### src/rtl/hb_pkg.sv
package hb_pkg;

  // Action applied to the request register on a clock edge.
  typedef enum logic [1:0] {
    HB_HOLD  = 2'd0,
    HB_RAISE = 2'd1,
    HB_DROP  = 2'd2
  } hb_action_e;

  // Width of a counter that must reach n-1.
  function automatic int cnt_width(input int n);
    return (n <= 2) ? 1 : $clog2(n);
  endfunction

endpackage

### src/rtl/hb_prescaler.sv
module hb_prescaler #(
  parameter int DIV_RATIO = 2048
) (
  input  logic clk,
  input  logic rst,
  output logic tc
);
  localparam int CW = hb_pkg::cnt_width(DIV_RATIO);
  localparam logic [CW-1:0] LAST = CW'(DIV_RATIO - 1);

  logic [CW-1:0] cnt_q;

  // Terminal count: the last state of the period.
  assign tc = (cnt_q == LAST);

  always_ff @(posedge clk) begin
    if (rst) begin
      cnt_q <= '0;
    end else if (tc) begin
      cnt_q <= '0;
    end else begin
      cnt_q <= cnt_q + 1'b1;
    end
  end
endmodule

### src/rtl/hb_irq_latch.sv
module hb_irq_latch (
  input  logic clk,
  input  logic rst,
  input  logic set_i,
  input  logic clr_i,
  output logic irq_n
);
  import hb_pkg::*;

  hb_action_e act;

  // A set beats a clear that arrives on the same edge.
  always_comb begin
    if (set_i) begin
      act = HB_RAISE;
    end else if (clr_i) begin
      act = HB_DROP;
    end else begin
      act = HB_HOLD;
    end
  end

  always_ff @(posedge clk) begin
    if (rst) begin
      irq_n <= 1'b1;
    end else begin
      case (act)
        HB_RAISE: irq_n <= 1'b0;
        HB_DROP:  irq_n <= 1'b1;
        default:  irq_n <= irq_n;
      endcase
    end
  end
endmodule

### src/rtl/heartbeat_irq.sv
module heartbeat_irq #(
  parameter int DIV_RATIO = 2048
) (
  input  logic clk,
  input  logic rst,
  input  logic sw_rd,
  output logic firq_n
);
  logic tc;

  hb_prescaler #(
    .DIV_RATIO(DIV_RATIO)
  ) u_div (
    .clk (clk),
    .rst (rst),
    .tc  (tc)
  );

  hb_irq_latch u_req (
    .clk   (clk),
    .rst   (rst),
    .set_i (tc),
    .clr_i (sw_rd),
    .irq_n (firq_n)
  );
endmodule

### config.mk
export PLATFORM = sky130hd
export DESIGN_NAME = heartbeat_irq
export DESIGN_NICKNAME = d
export VERILOG_FILES = /design/src/rtl/hb_pkg.sv /design/src/rtl/hb_prescaler.sv /design/src/rtl/hb_irq_latch.sv /design/src/rtl/heartbeat_irq.sv
export SDC_FILE = /design/constraint.sdc
export NUM_CORES = 1
export LEC_CHECK = 0
export BUFFER_PORTS_ARGS = -buffer_cell sky130_fd_sc_hd__buf_2
export CAP_MARGIN = 15
export CORE_AREA = 3 3 40 42
export CTS_CLUSTER_SIZE = 24
export DETAILED_ROUTE_END_ITERATION = 8
export DIE_AREA = 0 0 43 45
export PLACE_DENSITY_LB_ADDON = 0.25
export SYNTH_ARGS = -nofsm -noshare
export SYNTH_HDL_FRONTEND = slang
export SYNTH_SLANG_ARGS = --single-unit
### constraint.sdc
create_clock -name clk -period 1.55 [get_ports clk]
set_clock_uncertainty 0.2 [all_clocks]
set_input_delay 0.0775 -clock clk [delete_from_list [all_inputs] [get_ports clk]]
set_output_delay 0.0775 -clock clk [all_outputs]
set_load 0.01 [all_outputs]
==> impl_metrics.ini <==
[clock_tree]
cts_tree = done
ctsHtreeMaxLevel = 1
cts.sinks = 12
clock_latency_ps = 270
cts_max_path_buffers = 2
root_buffer = clkbuf_4
cts_inserted_buffers = 3
path_clk_slew_ps = 70

[place]
io_buffers = 3
hpwl_um = 646
gp_congestion = 0.731

[floorplanning]
chipHeight_um = 45
core_um2 = 1280
initial_core_util_pct = 40.0
rows = 13
die_area_um2 = 1940
die_x_um = 43
num_io_pins = 4

[final_layout]
final_nets = 75
layout_commonest_cell = nor2_1
antennaDiodeCount = 0
finalCoreUtilization_pct = 50.5
drive_above_1_share_pct = 31.9
areaGrowthSynthToFinish_pct = 26.3
fillers = 122
final_cell_mix = nor2_1, dfxtp_1, a21oi_1, dfxtp_2, buf_4

[synth]
synth-seq-cells = 12
synth-edff-count = 0
ys_types = 24
synth_area_um2 = 514
seq_area_frac_synth_pct = 46.7
syn_nets = 61
syn-instance-count = 57
synth_flop_cell = dfxtp_1
synthTopCellsByArea = dfxtp_1, nor2_1, a21oi_1
synth_warnings = 0
async_reset_ff_share_pct = 0
avgSynthCellArea_um2 = 9.02
yosysTopAreaCellShare_pct = 46.7
synth_top_cell_by_area = dfxtp_1

[global_routing]
antenna_found_initial = 0
grt_use_total_pct = 11.8
grt_pass1_wl_um = 1610
grt-ovfl-total = 0
grt_pass1_vias = 391
grt_max_degree = 8

[detailed_routing]
num_vias = 437
first_pass_iters = 4
drc = 0
wl_um = 899
drt-wirelength-per-cell_um = 10.7
routed_via_density = 5.20
drtIter0Drc = 9
postRouteAntennaNets = 0

[sta]
relSlewSlack_pct = 82.9
period_share_pct = 96.1
tightestPinTransition_ps = 257
hold_viol = 0
setup_viol = 0
fmax_mhz = 671
tns_ps = 0
timing.final.max_slew_violations = 0
rsz0062_at_grt = no
fin_crit_ps = 1490

[power_and_ir_drop]
p_int_w = 0.000431
clockPowerShare_pct = 32.9
seqPwrFrac_pct = 59.7
ir_worst_vdd_mv = 0.554
power_density_nw_per_um2 = 848
switching_share_pct = 21.7
p_comb_share_pct = 7.4
power.leakage_nw = 0.227
switchingPower_w = 0.000120

[setup_path]
cp_data_required_time_ps = 1510
worstSetupPathType = register to register
cp.arrival_ps = 1450
crit_path_end_kind = register
critPathMaxStageDelay_ps = 350
crit_fanout = 3
start_kind = register
path_cells = ha_4 > and4_4 > and3_4 > mux2_2
critical_path.slowest_cell = dfxtp_2

[flow_run]
cap_violations = 0

[status]
status = completed

[worst_hold_path]
hold_class = register to register
## area by class of cell
| type | count | area [um2] | share of cell area [%] |
|---|---|---|---|
| inverter | 3 | 11.3 | 1.73 |
| sequential | 12 | 250 | 38.5 |
| tap | 15 | 18.8 | 2.89 |
| clock buffer | 3 | 22.5 | 3.47 |
| multi-input combinational | 42 | 282 | 43.4 |
| timing repair buffer | 9 | 65.1 | 10.0 |
## worst paths after layout
kind | start | endpoint | slack, ps | cells past startpoint
worst min-delay path | u_div.cnt_q[8]$_SDFF_PP0_ | u_div.cnt_q[8]$_SDFF_PP0_ | 300 | 2
worst max register to register | u_div.cnt_q[0]$_SDFF_PP0_ | u_div.cnt_q[10]$_SDFF_PP0_ | 60 | 4
worst max-delay path | u_div.cnt_q[0]$_SDFF_PP0_ | u_div.cnt_q[10]$_SDFF_PP0_ | 60 | 4
worst min register to register | u_div.cnt_q[8]$_SDFF_PP0_ | u_div.cnt_q[8]$_SDFF_PP0_ | 300 | 2
## Yosys cell counts, types with 2 or more instances
library cell and instances:
inv_1 3, or3_1 2, or4_1 2, xor2_1 2
o21ai_0 3, dfxtp_1 12, nand4_1 2, a21oi_1 5
nand2_1 3, nor2_1 7, nand3_1 3
## state kept, by name, summed over array words and instances, names as in the netlist
name / flops
u_div.cnt_q: 11
u_req.irq_n: 1
## routing by layer
layer,routed length (um),track usage [%]
met5,0,0
met4,20,7.23
met3,57,5.98
met2,381,17.1
met1,439,13.9
## repair_timing
| item | 4_1_cts | 5_1_grt |
|---|---|---|
| resized for setup | 0 | 6 |
| setup buffers | 0 | 0 |
| hold buffers | 2 | 0 |
| setup endpoints to repair | 0 | 4 |
| endpoints found under the hold margin | 5 | 0 |
## power groups by stage
stage | clock network [W] | logic, W | registers (W)
final | 0.000181 | 0.0000408 | 0.000329
after global routing | 0.000212 | 0.0000473 | 0.000331
after CTS | 0.000196 | 0.0000409 | 0.000328
after detailed placement | 0 | 0.0000370 | 0.000336
after global placement | 0 | 0.0000370 | 0.000335
after floorplan | 0 | 0.0000204 | 0.000336
## worst max-delay path: cells and delay by family (launching register included)
kind	cells	cell delay, ps
simple gates	2	380
fa+ha+maj	1	140
flops	1	350
mux	1	320
## stage by stage
stage	total power (W)	hold slack, ps	setup slack, ps	cell area (um2)	instances
floorplan	0.000356	-53.4	35.6	534	57
global placement	0.000372	133	30.2	598	79
detailed placement	0.000373	127	14.7	598	79
CTS	0.000565	305	5.29	641	84
global route	0.000590	333	8.24	649	84
finish	0.000551	302	60.8	649	84
## kinds of logic after synthesis
group           Yosys count  share of synthesized area [%]
compound gates           12                           14.1
buf+inv                   3                           2.19
simple gates             25                           27.2
fa+ha+maj                 1                           2.43
xor+xnor                  3                           5.11
flops                    12                           46.7
mux                       1                           2.19
Power figures use the tool's default switching activity.
